[config.mk]
export PLATFORM = sky130hd
export DESIGN_NAME = dual_mailbox_top
export DESIGN_NICKNAME = d
export VERILOG_FILES = /design/src/rtl/mbox_pkg.sv /design/src/rtl/mbox_side_decode.sv /design/src/rtl/mbox_lane.sv /design/src/rtl/mbox_channel.sv /design/src/rtl/mbox_read_port.sv /design/src/rtl/dual_mailbox_top.sv
export SDC_FILE = /design/constraint.sdc
export NUM_CORES = 1
export LEC_CHECK = 0
export CAP_MARGIN = 20
export CORE_UTILIZATION = 38
export CTS_CLUSTER_SIZE = 30
export DETAILED_ROUTE_END_ITERATION = 10
export GPL_ROUTABILITY_DRIVEN = 0
export PLACE_DENSITY_LB_ADDON = 0.08
export SETUP_SLACK_MARGIN = 0.4
export SLEW_MARGIN = 10
export SYNTH_ARGS = -nofsm -noshare
export SYNTH_HDL_FRONTEND = slang
export SYNTH_HIERARCHICAL = 1
export SYNTH_SLANG_ARGS = --single-unit
[constraint.sdc]
create_clock -name clk -period 1.28 [get_ports clk]
set_input_delay 0.256 -clock clk [delete_from_list [all_inputs] [get_ports clk]]
set_output_delay 0.256 -clock clk [all_outputs]
set_load 0.02 [all_outputs]
[src/rtl/mbox_pkg.sv]
// Package: shared register map for the two-way mailbox.
// Assumes a fixed four-entry map per port, so the offset width is fixed here.
package mbox_pkg;

    localparam int unsigned MBOX_ADDR_W = 2;

    // Register offsets seen by each port; the order is the decoder's contract.
    typedef enum logic [MBOX_ADDR_W-1:0] {
        REG_OUTBOX  = 2'd0,
        REG_INBOX   = 2'd1,
        REG_STATUS  = 2'd2,
        REG_CONTROL = 2'd3
    } mbox_reg_e;

    // Bit of the control word that empties every flag.
    localparam int unsigned CTRL_CLEAR_BIT = 0;

endpackage

[src/rtl/mbox_side_decode.sv]
// Module: mbox_side_decode
// Turns one port's request into per-byte strobes: outbound writes,
// consuming inbound reads, the flag-clear pulse and the read-mux select.
// Assumes one request per cycle per port (sel with wen choosing direction).
module mbox_side_decode
    import mbox_pkg::*;
#(
    parameter int unsigned NUM_BYTES = 4,
    localparam int unsigned DATA_W   = NUM_BYTES * 8
) (
    input  logic                   clk,
    input  logic                   rst_n,
    input  logic                   sel_i,
    input  logic                   wen_i,
    input  logic [MBOX_ADDR_W-1:0] addr_i,
    input  logic [NUM_BYTES-1:0]   ben_i,
    input  logic [DATA_W-1:0]      wdata_i,
    output logic [NUM_BYTES-1:0]   out_wr_be_o,
    output logic [NUM_BYTES-1:0]   in_rd_be_o,
    output logic                   flush_o,
    output logic                   rd_fire_o,
    output mbox_reg_e              rsel_o
);

    mbox_reg_e reg_sel;
    logic      is_wr;
    logic      is_rd;

    // Purpose: split the request into a write or a read at a named register.
    always_comb begin
        reg_sel = mbox_reg_e'(addr_i);
        is_wr   = sel_i && wen_i;
        is_rd   = sel_i && !wen_i;
    end

    // Purpose: produce the per-byte and whole-block strobes.
    always_comb begin
        out_wr_be_o = (is_wr && reg_sel == REG_OUTBOX) ? ben_i : '0;
        in_rd_be_o  = (is_rd && reg_sel == REG_INBOX)  ? ben_i : '0;
        flush_o     = is_wr && (reg_sel == REG_CONTROL) && ben_i[0]
                      && wdata_i[CTRL_CLEAR_BIT];
        rd_fire_o   = is_rd;
        rsel_o      = reg_sel;
    end

    // At most one kind of action leaves the decoder in a cycle.
    p_single_action_r6: assert property (@(posedge clk) disable iff (!rst_n)
        $onehot0({|out_wr_be_o, |in_rd_be_o, flush_o}));

    // A read request never produces a write-side strobe.
    p_read_no_write_r9: assert property (@(posedge clk) disable iff (!rst_n)
        rd_fire_o |-> (out_wr_be_o == '0 && !flush_o));

endmodule

[src/rtl/mbox_lane.sv]
// Module: mbox_lane
// One mailbox byte and its full flag. Priority of flag updates:
// clear-all first, then a write (sets), then a consuming read (empties).
// Data is stored on any write, including one that meets a clear-all.
module mbox_lane #(
    parameter int unsigned LANE_W = 8
) (
    input  logic              clk,
    input  logic              rst_n,
    input  logic              set_i,
    input  logic              clr_i,
    input  logic              flush_i,
    input  logic [LANE_W-1:0] wdata_i,
    output logic [LANE_W-1:0] data_o,
    output logic              full_o
);

    logic [LANE_W-1:0] data_q;
    logic              full_q;

    // Purpose: capture the byte whenever its producer writes it.
    always_ff @(posedge clk) begin
        if (!rst_n) begin
            data_q <= '0;
        end else if (set_i) begin
            data_q <= wdata_i;
        end
    end

    // Purpose: track full/empty with clear-all > write > consuming read.
    always_ff @(posedge clk) begin
        if (!rst_n) begin
            full_q <= 1'b0;
        end else if (flush_i) begin
            full_q <= 1'b0;
        end else if (set_i) begin
            full_q <= 1'b1;
        end else if (clr_i) begin
            full_q <= 1'b0;
        end
    end

    assign data_o = data_q;
    assign full_o = full_q;

    // A write that is not cleared leaves the byte full.
    p_write_sets_r3: assert property (@(posedge clk) disable iff (!rst_n)
        (set_i && !flush_i) |=> full_o);

    // A consuming read without a competing write empties the byte.
    p_read_drains_r4: assert property (@(posedge clk) disable iff (!rst_n)
        (clr_i && !set_i && !flush_i) |=> !full_o);

    // Reading an empty byte keeps it empty and keeps its data.
    p_empty_read_keeps_r5: assert property (@(posedge clk) disable iff (!rst_n)
        (clr_i && !set_i && !full_o) |=> (!full_o && $stable(data_o)));

    // Clear-all empties the flag regardless of other activity.
    p_flush_empties_r7: assert property (@(posedge clk) disable iff (!rst_n)
        flush_i |=> !full_o);

    // Without a write, the stored byte does not move.
    p_idle_data_r2: assert property (@(posedge clk) disable iff (!rst_n)
        !set_i |=> $stable(data_o));

    // Without any cause, the flag does not move.
    p_flag_cause_r6: assert property (@(posedge clk) disable iff (!rst_n)
        (!set_i && !clr_i && !flush_i) |=> $stable(full_o));

endmodule

[src/rtl/mbox_channel.sv]
// Module: mbox_channel
// One direction of the mailbox: a row of byte lanes written by the
// producer port and drained by the consumer port.
module mbox_channel #(
    parameter int unsigned NUM_BYTES = 4,
    localparam int unsigned DATA_W   = NUM_BYTES * 8
) (
    input  logic                 clk,
    input  logic                 rst_n,
    input  logic [NUM_BYTES-1:0] wr_be_i,
    input  logic [NUM_BYTES-1:0] rd_be_i,
    input  logic                 flush_i,
    input  logic [DATA_W-1:0]    wdata_i,
    output logic [DATA_W-1:0]    data_o,
    output logic [NUM_BYTES-1:0] full_o
);

    genvar g;
    generate
        for (g = 0; g < NUM_BYTES; g++) begin : g_lane
            mbox_lane #(
                .LANE_W (8)
            ) lane_i (
                .clk     (clk),
                .rst_n   (rst_n),
                .set_i   (wr_be_i[g]),
                .clr_i   (rd_be_i[g]),
                .flush_i (flush_i),
                .wdata_i (wdata_i[g*8 +: 8]),
                .data_o  (data_o[g*8 +: 8]),
                .full_o  (full_o[g])
            );
        end
    endgenerate

endmodule

[src/rtl/mbox_read_port.sv]
// Module: mbox_read_port
// Registered read mux for one port. Output updates only on a read request
// and then holds, so a master can sample it any time before its next read.
module mbox_read_port
    import mbox_pkg::*;
#(
    parameter int unsigned NUM_BYTES = 4,
    localparam int unsigned DATA_W   = NUM_BYTES * 8,
    localparam int unsigned STAT_W   = 2 * NUM_BYTES,
    localparam int unsigned PAD_W    = DATA_W - STAT_W
) (
    input  logic              clk,
    input  logic              rst_n,
    input  logic              rd_fire_i,
    input  mbox_reg_e         rsel_i,
    input  logic [DATA_W-1:0] outbox_i,
    input  logic [DATA_W-1:0] inbox_i,
    input  logic [STAT_W-1:0] status_i,
    output logic [DATA_W-1:0] rdata_o
);

    logic [DATA_W-1:0] mux_word;
    logic [DATA_W-1:0] rdata_q;

    // Purpose: pick the word addressed by the current read.
    always_comb begin
        unique case (rsel_i)
            REG_OUTBOX:  mux_word = outbox_i;
            REG_INBOX:   mux_word = inbox_i;
            REG_STATUS:  mux_word = {{PAD_W{1'b0}}, status_i};
            default:     mux_word = '0;
        endcase
    end

    // Purpose: register the selected word on a read, hold otherwise.
    always_ff @(posedge clk) begin
        if (!rst_n) begin
            rdata_q <= '0;
        end else if (rd_fire_i) begin
            rdata_q <= mux_word;
        end
    end

    assign rdata_o = rdata_q;

    // Read data moves only after a read request.
    p_hold_when_idle_r9: assert property (@(posedge clk) disable iff (!rst_n)
        !rd_fire_i |=> $stable(rdata_o));

    // The control register reads back as zero.
    p_ctrl_reads_zero_r7: assert property (@(posedge clk) disable iff (!rst_n)
        (rd_fire_i && rsel_i == REG_CONTROL) |=> (rdata_o == '0));

endmodule

[src/rtl/dual_mailbox_top.sv]
// Module: dual_mailbox_top
// Two-way mailbox between a host port and a local port on one clock.
// Host outbound = local inbound (channel h2l); local outbound = host
// inbound (channel l2h). Status word: h2l flags low, l2h flags high.
// A flag-clear from either port empties both channels.
module dual_mailbox_top
    import mbox_pkg::*;
#(
    parameter int unsigned NUM_BYTES = 4,
    localparam int unsigned DATA_W   = NUM_BYTES * 8,
    localparam int unsigned STAT_W   = 2 * NUM_BYTES
) (
    input  logic                   clk,
    input  logic                   rst_n,
    input  logic                   host_sel,
    input  logic                   host_wen,
    input  logic [MBOX_ADDR_W-1:0] host_addr,
    input  logic [NUM_BYTES-1:0]   host_ben,
    input  logic [DATA_W-1:0]      host_wdata,
    output logic [DATA_W-1:0]      host_rdata,
    input  logic                   loc_sel,
    input  logic                   loc_wen,
    input  logic [MBOX_ADDR_W-1:0] loc_addr,
    input  logic [NUM_BYTES-1:0]   loc_ben,
    input  logic [DATA_W-1:0]      loc_wdata,
    output logic [DATA_W-1:0]      loc_rdata
);

    logic [NUM_BYTES-1:0] host_wr_be, host_rd_be;
    logic [NUM_BYTES-1:0] loc_wr_be,  loc_rd_be;
    logic                 host_flush, loc_flush, flush_all;
    logic                 host_rd_fire, loc_rd_fire;
    mbox_reg_e            host_rsel, loc_rsel;
    logic [DATA_W-1:0]    h2l_data, l2h_data;
    logic [NUM_BYTES-1:0] h2l_full, l2h_full;
    logic [STAT_W-1:0]    status_word;

    mbox_side_decode #(.NUM_BYTES(NUM_BYTES)) host_dec_i (
        .clk         (clk),
        .rst_n       (rst_n),
        .sel_i       (host_sel),
        .wen_i       (host_wen),
        .addr_i      (host_addr),
        .ben_i       (host_ben),
        .wdata_i     (host_wdata),
        .out_wr_be_o (host_wr_be),
        .in_rd_be_o  (host_rd_be),
        .flush_o     (host_flush),
        .rd_fire_o   (host_rd_fire),
        .rsel_o      (host_rsel)
    );

    mbox_side_decode #(.NUM_BYTES(NUM_BYTES)) loc_dec_i (
        .clk         (clk),
        .rst_n       (rst_n),
        .sel_i       (loc_sel),
        .wen_i       (loc_wen),
        .addr_i      (loc_addr),
        .ben_i       (loc_ben),
        .wdata_i     (loc_wdata),
        .out_wr_be_o (loc_wr_be),
        .in_rd_be_o  (loc_rd_be),
        .flush_o     (loc_flush),
        .rd_fire_o   (loc_rd_fire),
        .rsel_o      (loc_rsel)
    );

    // Purpose: merge both ports' clear requests and build the shared status.
    always_comb begin
        flush_all   = host_flush | loc_flush;
        status_word = {l2h_full, h2l_full};
    end

    // Host-to-local channel: host writes, local drains.
    mbox_channel #(.NUM_BYTES(NUM_BYTES)) h2l_i (
        .clk     (clk),
        .rst_n   (rst_n),
        .wr_be_i (host_wr_be),
        .rd_be_i (loc_rd_be),
        .flush_i (flush_all),
        .wdata_i (host_wdata),
        .data_o  (h2l_data),
        .full_o  (h2l_full)
    );

    // Local-to-host channel: local writes, host drains.
    mbox_channel #(.NUM_BYTES(NUM_BYTES)) l2h_i (
        .clk     (clk),
        .rst_n   (rst_n),
        .wr_be_i (loc_wr_be),
        .rd_be_i (host_rd_be),
        .flush_i (flush_all),
        .wdata_i (loc_wdata),
        .data_o  (l2h_data),
        .full_o  (l2h_full)
    );

    mbox_read_port #(.NUM_BYTES(NUM_BYTES)) host_rp_i (
        .clk       (clk),
        .rst_n     (rst_n),
        .rd_fire_i (host_rd_fire),
        .rsel_i    (host_rsel),
        .outbox_i  (h2l_data),
        .inbox_i   (l2h_data),
        .status_i  (status_word),
        .rdata_o   (host_rdata)
    );

    mbox_read_port #(.NUM_BYTES(NUM_BYTES)) loc_rp_i (
        .clk       (clk),
        .rst_n     (rst_n),
        .rd_fire_i (loc_rd_fire),
        .rsel_i    (loc_rsel),
        .outbox_i  (l2h_data),
        .inbox_i   (h2l_data),
        .status_i  (status_word),
        .rdata_o   (loc_rdata)
    );

    // Both ports reading status together see the same word.
    p_shared_status_r3: assert property (@(posedge clk) disable iff (!rst_n)
        (host_rd_fire && loc_rd_fire && host_rsel == REG_STATUS
         && loc_rsel == REG_STATUS) |=> (host_rdata == loc_rdata));

    // A clear from either port leaves every flag empty.
    p_clear_both_r7: assert property (@(posedge clk) disable iff (!rst_n)
        flush_all |=> (h2l_full == '0 && l2h_full == '0));

endmodule

### Word level (Yosys, flattened, before mapping)

Index checks and enable logic that the tools add are counted.

* register bits: 136
* logic and storage cells: 75

* equal/unequal tests: 6
* mux-type cells: 22
* bitwise operators: 2
* reduce and logical (&&, ||, !) cells: 27

Operator list (count)
* 32-bit one-hot mux with 3 select lines: 2
* 1-bit two-way mux: 16
* 4-bit two-way mux: 4
* 2-bit nonzero test: 8
* 1-bit logical AND: 14
* 2-bit equality test (second input constant): 4
* 2-bit by 1-bit equality test with 1-bit output (second input constant): 2
* 2-bit logical NOT: 2
* 1-bit logical NOT: 2
* 2-bit OR reduction: 1
* 1-bit NOT: 1
* 1-bit bitwise OR: 1

### Logic depth before layout (Yosys ltp)

* word-level depth: 6
* mapped depth: 7
* mapped depth without buffers: 5

### Cells and area by module

Netlist, hierarchy kept.

Modules (own cells, without submodules)
* mbox_read_port: times used 2, cells each 161, area each 1456.4 µm², sequential area each 640.6 µm²
* mbox_lane: times used 8, cells each 29, area each 341.6 µm², sequential area each 180.2 µm²
* mbox_side_decode: times used 2, cells each 16, area each 111.4 µm², sequential area each 0.0 µm²
* dual_mailbox_top: times used 1, cells each 1, area each 6.3 µm², sequential area each 0.0 µm²

### Worst setup path before layout

Ideal clock, no wire load.

* kind: in2reg
* start point: input port host_addr[1]
* end point: register h2l_i.g_lane[0].lane_i.data_q[0]
* library setup time: 0.116 ns
* arrival time: 1.033 ns
* data required time: 1.164 ns
* slack: 0.131 ns
* cell stages on the path: 5
* cell sequence: and4bb_1 -> and2_1 -> buf_6 -> mux2i_1 -> nor2b_1

* cells in the longest elaborated chain, start to end: 3

Ends and longest elaborated chain
* from (decl): RTL line dual_mailbox_top.sv:17 `input logic [MBOX_ADDR_W-1:0] host_addr,`
* 2-bit logical NOT: RTL line mbox_side_decode.sv:38 `out_wr_be_o = (is_wr && reg_sel == REG_OUTBOX) ? ben_i : '0;`
* 1-bit logical AND: RTL line mbox_side_decode.sv:38
* 4-bit two-way mux: RTL line mbox_side_decode.sv:38
* via host_wr_be[0]: RTL line dual_mailbox_top.sv:29 `logic [NUM_BYTES-1:0] host_wr_be, host_rd_be;`
* to (signal assigned): RTL line mbox_lane.sv:26 `data_q <= wdata_i;`
* to (decl): RTL line mbox_lane.sv:18 `logic [LANE_W-1:0] data_q;`

The timed path passes the listed nets, and every way through them passes these cells.
A chain may end at the register's enable or synchronous reset.

### Worst setup path in the final report

* start point: register loc_rp_i.rdata_q[20], in the netlist loc_rp_i/rdata_o[20]
* end point: output port loc_rdata[20]

RTL lines
* from (decl): RTL line mbox_read_port.sv:23 `logic [DATA_W-1:0] rdata_q;`
* from (signal assigned): RTL line mbox_read_port.sv:40 `rdata_q <= mux_word;`
* to (decl): RTL line dual_mailbox_top.sv:26 `output logic [DATA_W-1:0] loc_rdata`

No word-level cell between the ends.

==> results.md <==
- The flow ran to the end, and the final reports show no timing, DRC or antenna violations.
- The relative area change from synthesis to final layout is 65.2%.
- At the later pin of the worst-skew pair, clock insertion delay measures 0.42 ns.
- The number of iterations in the first detailed-routing pass is 4.
- After detailed routing, the number of remaining DRC violations is 0.
- Entering global routing, the biggest net connects 33 pins.
- The count of input and output buffers is 145.
- The largest single stage delay on the critical path is around 0.36 ns.
- The H-tree was split into 4 levels.
- The number of endpoints failing setup at the final stage is 0.
- Data on the critical path is required at its endpoint by between 1 and 1.5 ns.
- The post-synth design cell area is 5870 µm².
- The standby leakage power is approximately 3.8 nW.
- The net count after synthesis is around 670.
- The type of the tightest min-delay check is primary input to register.
- The critical path capture point type is an output port.
- Power spread over the standard cell area amounts to around 1100 nW/µm².
- The ratio of routed vias to standard cells is 5.06.
- The maximum count of clock buffers along a single path is 2.
- between 100 and 150 I/O pins were placed.
- Setup repair after global routing could not meet its margin everywhere.
- The critical path launch point type is a register.
- Derived from the worst setup path, the maximum achievable clock frequency is approximately 0.86 GHz.
- Between clock sinks in the finished design, the worst skew comes to roughly 0.011 ns.
- The number of max-slew violations in the final report is 0.
- The critical path buffer and inverter count is 1.
- The most common cell after layout, fill and taps aside is mux2i_1.
- The count of filler cells inserted in the layout is ~1.2k.
- Of the cells placed in the final design, the portion with a size suffix greater than 1 is 0.472.
- The critical path class is register to output port.
- The row count is 45.
- The cell count after synthesis is 587.
- 0 antenna diodes ended up in the layout.
- The total global-route track usage is 0.244.
- The via count of the first global-routing pass is roughly 5.2k.
- The post-CTS clock slew at the launch and capture registers of the worst setup and hold paths is roughly 0.06 ns.
- Once placement finished, the instance area stood at approximately 7900 µm².
- Once detail routing completed, the nets flagged for antenna violations numbered 0.
- The synthesized design contains 136 register bits.
- The clock tree from TritonCTS is yes.
- Synthesis instantiated 27 different standard cells from the library.
- In the post-synthesis netlist, the biggest area contributors are dfxtp_1, mux2i_1, nor2b_1, and2_1, o21ai_1.
- The average instance in the mapped netlist occupies around 10 µm².
- For this run, the post-layout net count is around 880.
- The die is 126 µm tall.
- In the layout the commonest cells are mux2i_1, buf_6, nor2b_1, dfxtp_2, dfxtp_1.
- At the end of the flow the core is filled with cells to 0.641.
- Of the available clock period, the critical path in the final layout requires 0.904.
- The number of max-cap violations is 0.
- The die extent in x is between 100 and 150 µm.
- The average wire per cell in the routed design is approximately 19 µm.
- The die area is 16000 µm².
- Of the synthesized area, sequential elements account for 0.463.
- After detailed routing, the total wire length is just under 20000 µm.
- The start point of the worst min-delay path is rst_n.
- The start point of the critical path is loc_rp_i/rdata_o[20].
- The starting density of the core is 0.388.
- The share of synthesized area in the top cell type comes to 0.463.
- IR analysis of the VDD net gives a maximum drop of 0.000898 V.
- The count of endpoints failing hold in the final timing report is 0.
- The number of buffers created by CTS is 17.
- The post-route minimum period is around 1.2 ns.
- Global routing finished with a remaining overflow of 0.
- The biggest area consumer among synthesized cells is dfxtp_1.
- The first global-routing pass estimated between 20000 and 30000 µm of wire.
- The via count is between 5k and 6k.
- The violation count after the first detailed-routing iteration is between 200 and 300.
- The launch instance of the worst register-to-register path is h2l_i/g_lane[0].lane_i/data_o[6].
- The core region is ~15000 µm².
- Counting every sink on the clock net gives about 140.
- The data arrival time of the critical path is around 0.9 ns.
- The root cell of the clock tree is clkbuf_16.
- The wire-length estimate of the detail-placed layout is between 10000 and 15000 µm.
- The count of yosys warnings during synthesis is 6.
- The worst slew slack as a fraction of its limit is 0.755.
- The final instance area is around 9700 µm².
- In this run the worst path has a maximum fanout of 2.
- The pin slew with the least headroom to its limit is roughly 0.37 ns.
- The initial antenna violation count is 0.
- The master of the slowest instance on the critical path is dfxtp_2.
- The kind of cell with the highest combined delay on the critical path is flip-flops.
- The critical path goes through buf_6.
[worst reg2reg max path, cell delays in order (launching register included)]
cell	delay (ns)
dfxtp_1	0.35
and2_4	0.18
a211oi_2	0.20
nor3_1	0.07
[routing by layer]
metal,routed length [µm],up-vias,GRT usage
li1,-,2441,-
met1,8640,2427,0.318
met2,9320,154,0.394
met3,1070,21,0.0628
met4,243,0,0.0801
met5,0,-,0
[cell type report]
cell class	instances	area, µm²	share of cell area
timing repair buffer	226	2740	0.283
tap	188	235	0.0242
multi-input combinational	405	3250	0.334
inverter	10	50.0	0.00516
clock inverter	11	146	0.0151
sequential	136	2810	0.290
clock buffer	21	470	0.0485
[flip-flops by register name, summed over array words and instances, names as in the netlist]
| signal | cells |
|---|---|
| h2l_i/g_lane.lane_i/data_o | 32 |
| host_rp_i/rdata_o | 32 |
| l2h_i/g_lane.lane_i/data_o | 32 |
| loc_rp_i/rdata_o | 32 |
| h2l_i/g_lane.lane_i/full_o | 4 |
| l2h_i/g_lane.lane_i/full_o | 4 |
[synth_stat cells (all sizes together)]
library cell,number
clkbuf,8
a211oi,16
and2b,2
inv,10
o21ai,64
or2,1
nor3,16
nor2b,74
buf,28
a21oi,16
o211a,8
mux2i,112
dfxtp,136
nor2,2
nand2,52
nand2b,2
and4bb,4
and2,32
nand4,2
nand3b,2
[where the power goes]
part | switching (mW) | total, mW | internal (mW)
registers | 0.0542 | 4.36 | 4.30
logic | 0.544 | 1.25 | 0.702
clock network | 1.87 | 5.09 | 3.21
[timing repair]
action                     in CTS  in global routing
resized for setup             562                 86
pin swaps                      45                 29
hold buffers                    0                  0
setup endpoints to repair     200                189
buffers inserted               14                 10
gates cloned                   14                  1
[worst paths after layout]
| check | to | slack [ns] | cells past startpoint |
|---|---|---|---|
| worst min register to register | host_rp_i/rdata_o[12] | 0.45 | 2 |
| worst max register to register | loc_rp_i/rdata_o[6] | 0.37 | 3 |
| worst max-delay path | loc_rdata[20] | 0.12 | 1 |
| worst min-delay path | l2h_i/g_lane[2].lane_i/full_o | 0.24 | 2 |
[through the flow]
stage | instances | worst slack, ns | hold WS, ns | setup TNS (ns) | power (mW)
5_1_grt | 997 | 0.0950 | 0.231 | 0 | 11.1
3_5_place_dp | 926 | -0.581 | 0.441 | -63.70 | 5.42
3_3_place_gp | 926 | -0.524 | 0.437 | -59.57 | 5.41
2_1_floorplan | 587 | 0.137 | 0.384 | 0 | 4.89
6_report | 997 | 0.123 | 0.243 | 0 | 10.7
4_1_cts | 986 | 0.117 | 0.220 | 0 | 10.7
[cell families after synthesis]
group | after synthesis | share of synthesized area
DFF | 136 | 0.463
AOI/OAI and AO/OA | 104 | 0.102
buffers and inverters | 46 | 0.0626
and+or+nand+nor | 189 | 0.181
muxes | 112 | 0.191
No activity file was read; power rests on OpenSTA's default activity.
